===== config.mk =====
export PLATFORM = sky130hd
export DESIGN_NAME = lpm_sequencer
export DESIGN_NICKNAME = d
export VERILOG_FILES = /design/src/rtl/lpm_pkg.sv /design/src/rtl/lpm_regs.sv /design/src/rtl/lpm_wake_qual.sv /design/src/rtl/lpm_fsm.sv /design/src/rtl/lpm_pin_hold.sv /design/src/rtl/lpm_sequencer.sv
export SDC_FILE = /design/constraint.sdc
export NUM_CORES = 1
export LEC_CHECK = 0
export CAP_MARGIN = 20
export CORE_AREA = 2 2 80 82
export DETAILED_ROUTE_END_ITERATION = 10
export DIE_AREA = 0 0 82 84
export DONT_BUFFER_PORTS = 1
export PLACE_DENSITY = 0.79
export SLEW_MARGIN = 25
export SYNTH_ARGS = -nofsm -noshare
export SYNTH_HDL_FRONTEND = slang
export SYNTH_SLANG_ARGS = --single-unit

===== constraint.sdc =====
create_clock -name clk -period 1.6 [get_ports clk]
set_input_delay 0.08 -clock clk [delete_from_list [all_inputs] [get_ports clk]]
set_output_delay 0.08 -clock clk [all_outputs]
set_load 0.03 [all_outputs]

===== src/rtl/lpm_pkg.sv =====
package lpm_pkg;

   typedef enum logic [2:0] {
      ST_RUN    = 3'd0,
      ST_IDLE   = 3'd1,
      ST_STBY   = 3'd2,
      ST_HALT   = 3'd3,
      ST_SETTLE = 3'd4
   } lpm_state_e;

   localparam logic [1:0] CFG_MODE = 2'd0;
   localparam logic [1:0] CFG_MASK = 2'd1;
   localparam logic [1:0] CFG_QUAL = 2'd2;

   // upper selector bit alone picks halt
   function automatic lpm_state_e target_state(input logic [1:0] sel);
      if (sel[1])      return ST_HALT;
      else if (sel[0]) return ST_STBY;
      else             return ST_IDLE;
   endfunction

endpackage


===== src/rtl/lpm_regs.sv =====
module lpm_regs #(
   parameter int GPIO_W = 32,
   parameter int QUAL_W = 6,
   parameter int DATA_W = 32,
   parameter int ADDR_W = 2
) (
   input  logic              clk,
   input  logic              rst_n,
   input  logic              we,
   input  logic [ADDR_W-1:0] addr,
   input  logic [DATA_W-1:0] wdata,
   output logic [1:0]        mode_o,
   output logic [GPIO_W-1:0] mask_o,
   output logic [QUAL_W-1:0] qual_o
);
   import lpm_pkg::*;

   generate
      if (GPIO_W > DATA_W) begin : g_bad_mask
         $error("lpm_regs: GPIO_W must not exceed DATA_W");
      end
      if (QUAL_W < 1 || QUAL_W >= DATA_W) begin : g_bad_qual
         $error("lpm_regs: QUAL_W out of range");
      end
      if (ADDR_W < 2) begin : g_bad_addr
         $error("lpm_regs: ADDR_W must be at least 2");
      end
   endgenerate

   logic hit_mode, hit_mask, hit_qual;

   always_comb begin
      hit_mode = we && (addr == ADDR_W'(CFG_MODE));
      hit_mask = we && (addr == ADDR_W'(CFG_MASK));
      hit_qual = we && (addr == ADDR_W'(CFG_QUAL));
   end

   always_ff @(posedge clk or negedge rst_n) begin
      if (!rst_n) begin
         mode_o <= '0;
         mask_o <= '0;
         qual_o <= '0;
      end else begin
         if (hit_mode) mode_o <= wdata[1:0];
         if (hit_mask) mask_o <= wdata[GPIO_W-1:0];
         if (hit_qual) qual_o <= wdata[QUAL_W-1:0];
      end
   end

endmodule


===== src/rtl/lpm_wake_qual.sv =====
module lpm_wake_qual #(
   parameter int GPIO_W = 32,
   parameter int QUAL_W = 6
) (
   input  logic              clk,
   input  logic              rst_n,
   input  logic [GPIO_W-1:0] gpio_n,
   input  logic [GPIO_W-1:0] mask,
   input  logic [QUAL_W-1:0] qual,
   input  logic              active,
   output logic              sel_low_o,
   output logic              qualified_o
);
   localparam int CNT_W = QUAL_W + 1;

   logic [GPIO_W-1:0] line_hit;
   logic [CNT_W-1:0]  cnt_q;
   logic [CNT_W-1:0]  reload;

   generate
      for (genvar g = 0; g < GPIO_W; g++) begin : g_line
         assign line_hit[g] = mask[g] & ~gpio_n[g];
      end
   endgenerate

   assign sel_low_o = |line_hit;
   assign reload    = {1'b0, qual} + CNT_W'(1);

   // down-counter: reload whenever not counting a continuous low
   always_ff @(posedge clk or negedge rst_n) begin
      if (!rst_n) begin
         cnt_q <= '0;
      end else if (!active || !sel_low_o) begin
         cnt_q <= reload;
      end else if (cnt_q != '0) begin
         cnt_q <= cnt_q - CNT_W'(1);
      end
   end

   assign qualified_o = active && sel_low_o && (cnt_q == '0);

endmodule


===== src/rtl/lpm_fsm.sv =====
module lpm_fsm #(
   parameter int SETTLE_CYC = 16
) (
   input  logic                clk,
   input  logic                rst_n,
   input  logic                idle_req,
   input  logic [1:0]          mode,
   input  logic                wdclk_active,
   input  logic                wd_int_n,
   input  logic                irq_pend,
   input  logic                dbg_req,
   input  logic                gpio_hit,
   input  logic                gpio_qual,
   output lpm_pkg::lpm_state_e state_o,
   output logic                wake_o,
   output logic                osc_en_o,
   output logic                core_en_o,
   output logic                sys_en_o
);
   import lpm_pkg::*;

   localparam int SET_W = (SETTLE_CYC > 1) ? $clog2(SETTLE_CYC) : 1;

   generate
      if (SETTLE_CYC < 1) begin : g_bad_settle
         $error("lpm_fsm: SETTLE_CYC must be at least 1");
      end
   endgenerate

   lpm_state_e state_q, state_d;
   logic [SET_W-1:0] settle_q, settle_d;
   logic wake_d;
   logic wd_wake;

   assign wd_wake = !wd_int_n;

   always_comb begin
      state_d  = state_q;
      settle_d = settle_q;
      wake_d   = 1'b0;
      unique case (state_q)
         ST_RUN: begin
            if (idle_req) begin
               if (target_state(mode) != ST_HALT || wdclk_active)
                  state_d = target_state(mode);
            end
         end
         ST_IDLE: begin
            if (wd_wake || irq_pend) begin
               state_d = ST_RUN;
               wake_d  = 1'b1;
            end
         end
         ST_STBY: begin
            if (wd_wake || dbg_req || gpio_qual) begin
               state_d = ST_RUN;
               wake_d  = 1'b1;
            end
         end
         ST_HALT: begin
            if (wd_wake || dbg_req || gpio_hit) begin
               state_d  = ST_SETTLE;
               settle_d = SET_W'(SETTLE_CYC - 1);
            end
         end
         ST_SETTLE: begin
            if (settle_q == '0) begin
               state_d = ST_RUN;
               wake_d  = 1'b1;
            end else begin
               settle_d = settle_q - SET_W'(1);
            end
         end
         default: state_d = ST_RUN;
      endcase
   end

   always_ff @(posedge clk or negedge rst_n) begin
      if (!rst_n) begin
         state_q  <= ST_RUN;
         settle_q <= '0;
         wake_o   <= 1'b0;
      end else begin
         state_q  <= state_d;
         settle_q <= settle_d;
         wake_o   <= wake_d;
      end
   end

   always_comb begin
      osc_en_o  = (state_q != ST_HALT);
      core_en_o = (state_q == ST_RUN) || (state_q == ST_IDLE);
      sys_en_o  = (state_q == ST_RUN) || (state_q == ST_IDLE);
   end

   assign state_o = state_q;

endmodule


===== src/rtl/lpm_pin_hold.sv =====
module lpm_pin_hold #(
   parameter int PIN_W = 8
) (
   input  logic             clk,
   input  logic             rst_n,
   input  logic             run,
   input  logic [PIN_W-1:0] pin_i,
   output logic [PIN_W-1:0] pin_o
);
   generate
      if (PIN_W < 1) begin : g_bad_pin
         $error("lpm_pin_hold: PIN_W must be at least 1");
      end
      for (genvar p = 0; p < PIN_W; p++) begin : g_bit
         logic held_q;
         always_ff @(posedge clk or negedge rst_n) begin
            if (!rst_n)   held_q <= 1'b0;
            else if (run) held_q <= pin_i[p];
         end
         assign pin_o[p] = run ? pin_i[p] : held_q;
      end
   endgenerate

endmodule


===== src/rtl/lpm_sequencer.sv =====
module lpm_sequencer #(
   parameter int GPIO_W     = 32,
   parameter int QUAL_W     = 6,
   parameter int DATA_W     = 32,
   parameter int ADDR_W     = 2,
   parameter int PIN_W      = 8,
   parameter int SETTLE_CYC = 16
) (
   input  logic              clk,
   input  logic              rst_n,
   input  logic              cfg_we,
   input  logic [ADDR_W-1:0] cfg_addr,
   input  logic [DATA_W-1:0] cfg_wdata,
   input  logic              idle_req,
   input  logic              wdclk_active,
   input  logic              wd_int_n,
   input  logic              irq_pend,
   input  logic              dbg_req,
   input  logic [GPIO_W-1:0] gpio_n,
   input  logic [PIN_W-1:0]  pin_i,
   output logic [PIN_W-1:0]  pin_o,
   output logic              osc_pll_en,
   output logic              core_clk_en,
   output logic              sysout_en,
   output logic              wake_o
);
   import lpm_pkg::*;

   logic [1:0]        mode_q;
   logic [GPIO_W-1:0] mask_q;
   logic [QUAL_W-1:0] qual_q;
   logic              gpio_hit, gpio_qual;
   lpm_state_e        state_q;

   lpm_regs #(
      .GPIO_W(GPIO_W), .QUAL_W(QUAL_W), .DATA_W(DATA_W), .ADDR_W(ADDR_W)
   ) u_regs (
      .clk(clk), .rst_n(rst_n), .we(cfg_we), .addr(cfg_addr), .wdata(cfg_wdata),
      .mode_o(mode_q), .mask_o(mask_q), .qual_o(qual_q)
   );

   lpm_wake_qual #(
      .GPIO_W(GPIO_W), .QUAL_W(QUAL_W)
   ) u_qual (
      .clk(clk), .rst_n(rst_n), .gpio_n(gpio_n), .mask(mask_q), .qual(qual_q),
      .active(state_q == ST_STBY), .sel_low_o(gpio_hit), .qualified_o(gpio_qual)
   );

   lpm_fsm #(
      .SETTLE_CYC(SETTLE_CYC)
   ) u_fsm (
      .clk(clk), .rst_n(rst_n), .idle_req(idle_req), .mode(mode_q),
      .wdclk_active(wdclk_active), .wd_int_n(wd_int_n), .irq_pend(irq_pend),
      .dbg_req(dbg_req), .gpio_hit(gpio_hit), .gpio_qual(gpio_qual),
      .state_o(state_q), .wake_o(wake_o), .osc_en_o(osc_pll_en),
      .core_en_o(core_clk_en), .sys_en_o(sysout_en)
   );

   lpm_pin_hold #(
      .PIN_W(PIN_W)
   ) u_pins (
      .clk(clk), .rst_n(rst_n), .run(state_q == ST_RUN), .pin_i(pin_i), .pin_o(pin_o)
   );

endmodule


==> results of run 1 <==
[power by group through the flow]
stage / clock, uW / combinational [uW] / sequential [uW]
global route: 1350 / 3170 / 2470
detailed placement: 0 / 2390 / 2400
finish: 1240 / 2930 / 2410
floorplan: 0 / 1860 / 2340
CTS: 1280 / 3070 / 2390
global placement: 0 / 2310 / 2380
[what timing repair did]
item,4_1_cts,5_1_grt
buffers inserted,8,1
setup endpoints to repair,23,23
hold endpoints to repair,112,0
cloned,1,0
gates resized for setup,18,6
hold buffers,43,0
pin swaps,9,6
[registers in the layout, summed over array words and instances, names as in the netlist]
name	cells
u_fsm.state_o	3
u_fsm.wake_o	1
u_regs.mode_o	2
u_qual.cnt_q	7
u_fsm.settle_q	4
u_regs.qual_o	6
u_regs.mask_o	32
u_pins.g_bit.held_q	8
[cells by family after synthesis]
logic type               Yosys count  synth area share [%]
AO/OA/AOI/OAI                     26                 10.57
XOR/XNOR                          11                 2.906
adder cells (fa/ha/maj)            5                 1.887
buffers and inverters             20                 2.377
flip-flops                        63                 47.55
multiplexers                      55                 18.57
AND/OR/NAND/NOR                   74                 16.15
[cell usage after synthesis]
library cell / n
nor2_1: 7
o31ai_1: 1
nor3b_1: 3
nand2_1: 16
nor2b_2: 1
and3b_1: 1
a221oi_1: 2
mux2_2: 48
a2111oi_4: 8
a21oi_1: 3
xor2_1: 5
o211ai_4: 1
a32o_1: 1
a21o_1: 1
nor4_4: 1
and3_1: 1
nand2b_1: 3
clkbuf_1: 3
or4_1: 1
o21ai_0: 4
dfrtp_1: 63
and2b_4: 2
o21ai_1: 1
mux2i_1: 6
nor2b_4: 7
nor3_1: 2
buf_4: 1
nor3_2: 1
nand3b_1: 3
inv_1: 15
nand4_4: 2
mux2_4: 1
nand3_1: 3
ha_1: 5
buf_1: 1
xnor2_1: 6
nor2b_1: 13
nor4b_1: 1
nor4_1: 1
o22ai_1: 3
and2b_1: 1
a21boi_0: 1
and2b_2: 4
[stage by stage]
step	worst slack (ns)	setup TNS, ns	cells	hold slack [ns]	utilization (%)
after floorplan	-0.2082	-0.9192	254	-0.2156	-
after global placement	-0.1981	-2.385	343	-0.2138	58.13
after detailed placement	-0.2645	-3.156	343	-0.2138	58.13
after CTS	-0.2186	-3.208	410	0.008185	70.83
after global routing	-0.3255	-4.478	409	0.01086	70.59
final	-0.2276	-2.739	409	0.02522	70.59
[path summary, 6_finish.rpt]
path	to	slack (ns)
min in group asynchronous	u_regs.mask_o[1]	0.29
max reg2reg	u_qual.cnt_q[0]	-0.23
min reg2reg	u_regs.mask_o[12]	0.50
max in group asynchronous	u_fsm.state_o[0]	1.04
min	u_regs.mode_o[0]	0.03
max	u_qual.cnt_q[0]	-0.23
[per-layer routing]
layer	vias to the layer above	share of wire, %
met4	0	3.1
li1	1041	-
met1	1083	37
met3	19	4.7
met2	75	55
met5	-	0
[area by class of cell]
type | count | area (um^2)
Clock inverter | 3 | 17.52
Clock buffer | 13 | 158.9
Fill cell | 420 | 1793
Inverter | 15 | 56.30
Timing Repair Buffer | 67 | 655.6
Sequential cell | 63 | 1580
Tap cell | 77 | 96.34
Multi-Input combinational cell | 171 | 1738
==> flow_summary_export.csv, run 1 <==
group,metric,value,unit
outcome,status,"finished with violations",
outcome,violations,"negative setup slack",
routing,drcViolationCount,0,
pwr,power.share.combinational,44.5,%
placement,port_buffers,0,
clock_network,cts.reportedPaths.clkPinSlew,0.07,ns
floorplanning,die_width,82,um
finish,insertedDiodeCount,0,
floorplanning,row_count,29,
critical_path,worstSetupPathType,"register to register",
sta,drv_slew,0,
critical_path,critPathMaxStageDelay,0.41,ns
sta,period_minus_slack,1.828,ns
critical_path,cpLargestDelayFamily,"compound AO/OA/AOI/OAI gates",
floorplanning,dieArea,6888,um^2
global_route,grt_usage,23.85,%
routing,dr.first_iter.drc_count,96,
global_route,grt_util_met3,5.844,%
synth,syn_nets,341,
critical_path,path_cells,"nor2b_4, a2111oi_4, nand4_4, o211ai_4, buf_6, mux2i_1",
finish,fin_nets,414,
sta,max_freq,547.2,MHz
sta,rsz0062_at_grt,"true",
critical_path,ff2ff_path_depth,6,
clock_network,clock-sinks,63,
pwr,cellInternalPower,4183,uW
synth,synth_top_cell_area_share,47.55,%
pwr,switchingPower,2403,uW
critical_path,critPathArrivalTime,2.09,ns
critical_path,reg2reg_from,"u_regs.mask_o[11]",
placement,globalplace.congestion,0.8245,
floorplanning,initial_utilization,54.39,%
global_route,grt_pass1_wl,11940,um
synth,ys_seq_area_share,47.55,%
finish,drive_gt1_share,37.95,%
global_route,gr-usage-met2,41.91,%
hold_path,hp-class,"input pin to register",
clock_network,clk_latency,0.34,ns
flow_run,maxCapViolCount,0,
global_route,overflow,0,
pwr,switching_share,36.49,%
synth,synth_cell_types,43,
finish,syn_to_final_growth,29.77,%
synth,yosys_warnings,0,
routing,num_vias,2218,
routing,first_pass_iters,4,
routing,wl_per_cell,18.37,um
floorplanning,core_area,6096,um^2
pwr,irDropWorstVdd,1161,uV
sta,setup_viol,20,
hold_path,hold_depth,2,
critical_path,critPathLaunch,"u_regs.mask_o[11]",
finish,mostFrequentLayoutCell,"dfrtp_1",
global_route,grt_pass1_vias,2483,
synth,yosysTopAreaCell,"dfrtp_1",
sta,finalCritPeriodShare,114.2,%
global_route,met1_usage,25.69,%
clock_network,clockRootBuffer,"clkbuf_8",
critical_path,cp-start-kind,"register",
clock_network,cts_tree,"yes",
critical_path,cp_num_buf_inv,1,
clock_network,numCtsBuffers,9,
routing,ant_nets,0,
placement,dpl_cell_area,3543,um^2
synth,syn_area,3316,um^2
global_route,top_usage_layer,"met2",
hold_path,hold_start,"cfg_addr[0]",
floorplanning,io_pins,94,
clock_network,clockBufferDepth,2,
pwr,p_clk_share,18.9,%
critical_path,cp_slowest_cell,"a2111oi_4",
sta,skew,0.009476,ns
finish,fin_area,4303,um^2
sta,worstMarginPinSlew,0.4611,ns
sta,hold_viol_final,0,
routing,viasPerCell,5.423,
sta,layout_setup_ws,-0.2276,ns
pwr,power_density,1531,nW/um^2
global_route,grt_max_degree,64,
synth,synthCells,254,
critical_path,critPathMaxFanout,7,
sta,slew_headroom,68.83,%
critical_path,cp-end-kind,"register",
critical_path,cp_num_cells,6,
finish,most-common-layout-cells,"dfrtp_1 (60), dlygate4sd3_1 (42), mux2_2 (40)",
pwr,total_power,6586,uW
synth,yosys-top-cells-area,"dfrtp_1 (48%), mux2_2 (16%), a2111oi_4 (6.6%)",
placement,detailed_place_hpwl,5072,um
synth,synth-seq-cells,63,
pwr,p_seq_share,36.6,%
floorplanning,die_y,84,um
critical_path,cp.required,1.86,ns
pwr,leakage,0.001904,uW
routing,wl,7513,um
clock_network,htree_num_levels,3,
global_route,antenna_found_initial,0,
synth,syn_area_per_cell,13.05,um^2
(Power assumes the default switching activity.)
==> inputs of run 2 (changes only) <==
PLACE_DENSITY = 0.78   (was 0.79)
==> flow_summary_export.csv, run 2 (synthesis gave the netlist of run 1 again) <==
group,metric,value,unit
outcome,status,"finished with violations",
outcome,violations,"negative setup slack",
critical_path,path_cells,"nor2b_4, a2111oi_4, nand4_4, o211ai_4, buf_6, mux2i_1",
global_route,grt_pass1_vias,2446,
finish,mostFrequentLayoutCell,"dfrtp_1",
sta,period_minus_slack,1.827,ns
sta,worstMarginPinSlew,0.4096,ns
finish,largest_reg_flops,32,
global_route,antenna_found_initial,0,
clock_network,clock-sinks,63,
clock_network,cts.reportedPaths.clkPinSlew,0.08,ns
placement,port_buffers,0,
critical_path,ff2ff_path_depth,6,
finish,nFillCells,407,
finish,largest-register,"u_regs.mask_o",
floorplanning,row_count,29,
pwr,total_power,6704,uW
flow_run,maxCapViolCount,0,
finish,reg_top3,"u_regs.mask_o: 32 flops, u_pins.g_bit.held_q: 8 flops, u_qual.cnt_q: 7 flops",
floorplanning,core_area,6096,um^2
finish,fin_util,70.71,%
pwr,power_density,1555,nW/um^2
critical_path,worstSetupPathType,"register to register",
sta,setup_viol,23,
critical_path,critPathLaunch,"u_regs.mask_o[11]",
hold_path,min_to,"u_fsm.state_o[1]",
finish,drive_gt1_share,39.21,%
critical_path,r2r_end,"u_qual.cnt_q[3]",
sta,max_freq,547.3,MHz
pwr,leakage,0.001895,uW
critical_path,critPathMaxFanout,6,
sta,drv_slew,0,
sta,hold_viol_final,0,
global_route,grt_pass1_wl,11710,um
critical_path,critPathArrivalTime,2.09,ns
sta,slew_headroom,72.63,%
floorplanning,die_y,84,um
pwr,irDropWorstVdd,1286,uV
clock_network,cts_tree,"yes",
finish,syn_to_final_growth,30.00,%
clock_network,htree_num_levels,3,
critical_path,cpLargestDelayFamily,"compound AO/OA/AOI/OAI gates",
critical_path,cp_num_buf_inv,1,
placement,globalplace.congestion,0.8399,
critical_path,reg2reg_from,"u_regs.mask_o[11]",
hold_path,hold_depth,2,
global_route,overflow,0,
finish,fin_nets,411,
routing,num_vias,2235,
routing,dr.first_iter.drc_count,127,
floorplanning,io_pins,94,
clock_network,clockBufferDepth,2,
floorplanning,die_width,82,um
global_route,grt_max_degree,64,
floorplanning,initial_utilization,54.39,%
finish,insertedDiodeCount,0,
hold_path,hold_start,"dbg_req",
sta,skew,0.008629,ns
critical_path,critPathMaxStageDelay,0.41,ns
critical_path,cp_slowest_cell,"a2111oi_4",
critical_path,cp.required,1.87,ns
clock_network,clk_latency,0.34,ns
clock_network,clockRootBuffer,"clkbuf_8",
critical_path,cp-end-kind,"register",
critical_path,cp-start-kind,"register",
finish,most-common-layout-cells,"dfrtp_1 (62), mux2_2 (45), dlygate4sd3_1 (37)",
routing,wl,7367,um
routing,viasPerCell,5.505,
placement,detailed_place_hpwl,4893,um
clock_network,numCtsBuffers,9,
hold_path,hp-class,"input pin to register",
routing,wl_per_cell,18.15,um
routing,ant_nets,0,
routing,drcViolationCount,0,
sta,layout_setup_ws,-0.2272,ns
routing,first_pass_iters,4,
critical_path,r2r_slack,-0.23,ns
floorplanning,dieArea,6888,um^2
critical_path,cp_num_cells,6,
global_route,grt_usage,22.99,%
sta,finalCritPeriodShare,114.2,%
sta,rsz0062_at_grt,"true",
## run 2: cell count changes in the layout (fill, tap and decap cells not counted), sizes merged
cell | previous run | this run
dlygate4sd3 | 42 | 37
clkbuf | 13 | 9
buf | 25 | 27
bufinv | 0 | 2
clkinv | 2 | 3
clkinvlp | 1 | 2
## run 2: routing by layer
| layer | vias to the layer above | wire (um) | global-route usage [%] |
|---|---|---|---|
| li1 | 1038 | - | - |
| met1 | 1080 | 2841 | 26.90 |
| met2 | 92 | 3857 | 38.65 |
| met3 | 25 | 452 | 6.710 |
| met4 | 0 | 216 | 9.545 |
| met5 | - | 0 | 0 |
## run 2: repair_timing
item                                    CTS  global route
hold buffers                             38             0
pin swaps                                 9             2
cloned                                    0             0
setup buffers                             5             4
endpoints found under the hold margin   107             0
gates resized for setup                  12             5
endpoints found under the setup margin   22            23
## run 2: metrics by stage
stage               std cells  hold WS, ns  cell area, um^2  setup WS, ns  TNS, ns
global placement          343      -0.2140             3556       -0.2116   -2.316
floorplan                 254      -0.2156             3329       -0.2082  -0.9192
detailed placement        343      -0.2140             3556       -0.2496   -2.790
CTS                       402      0.01995             4259       -0.2217   -3.077
global route              406      0.03033             4310       -0.3260   -5.210
finish                    406      0.03116             4310       -0.2272   -3.403
## run 2: how the worst max path moves through the flow
stage                      endpoint  slack, ns
finish              u_qual.cnt_q[3]      -0.23
global route        u_qual.cnt_q[4]      -0.33
CTS                 u_qual.cnt_q[3]      -0.22
detailed placement  u_qual.cnt_q[0]      -0.25
global placement    u_qual.cnt_q[4]      -0.21
floorplan           u_qual.cnt_q[1]      -0.21
## run 2: layout make-up
class	instances	area, um^2	area share (%)
multi-input cells	171	1733	40.20
flip-flops and latches	63	1578	36.60
repair buffers	64	625.6	14.51
clock buffers	9	123.9	2.874
clock inverters	7	97.59	2.264
well taps	77	96.34	2.235
inverters	15	56.30	1.306
## run 2: power by group
group	internal, uW	switching (uW)	leakage (uW)
clock	878	655	0.000105
combinational	1370	1420	0.00104
sequential	2060	323	0.000745
total	4300	2400	0.00189
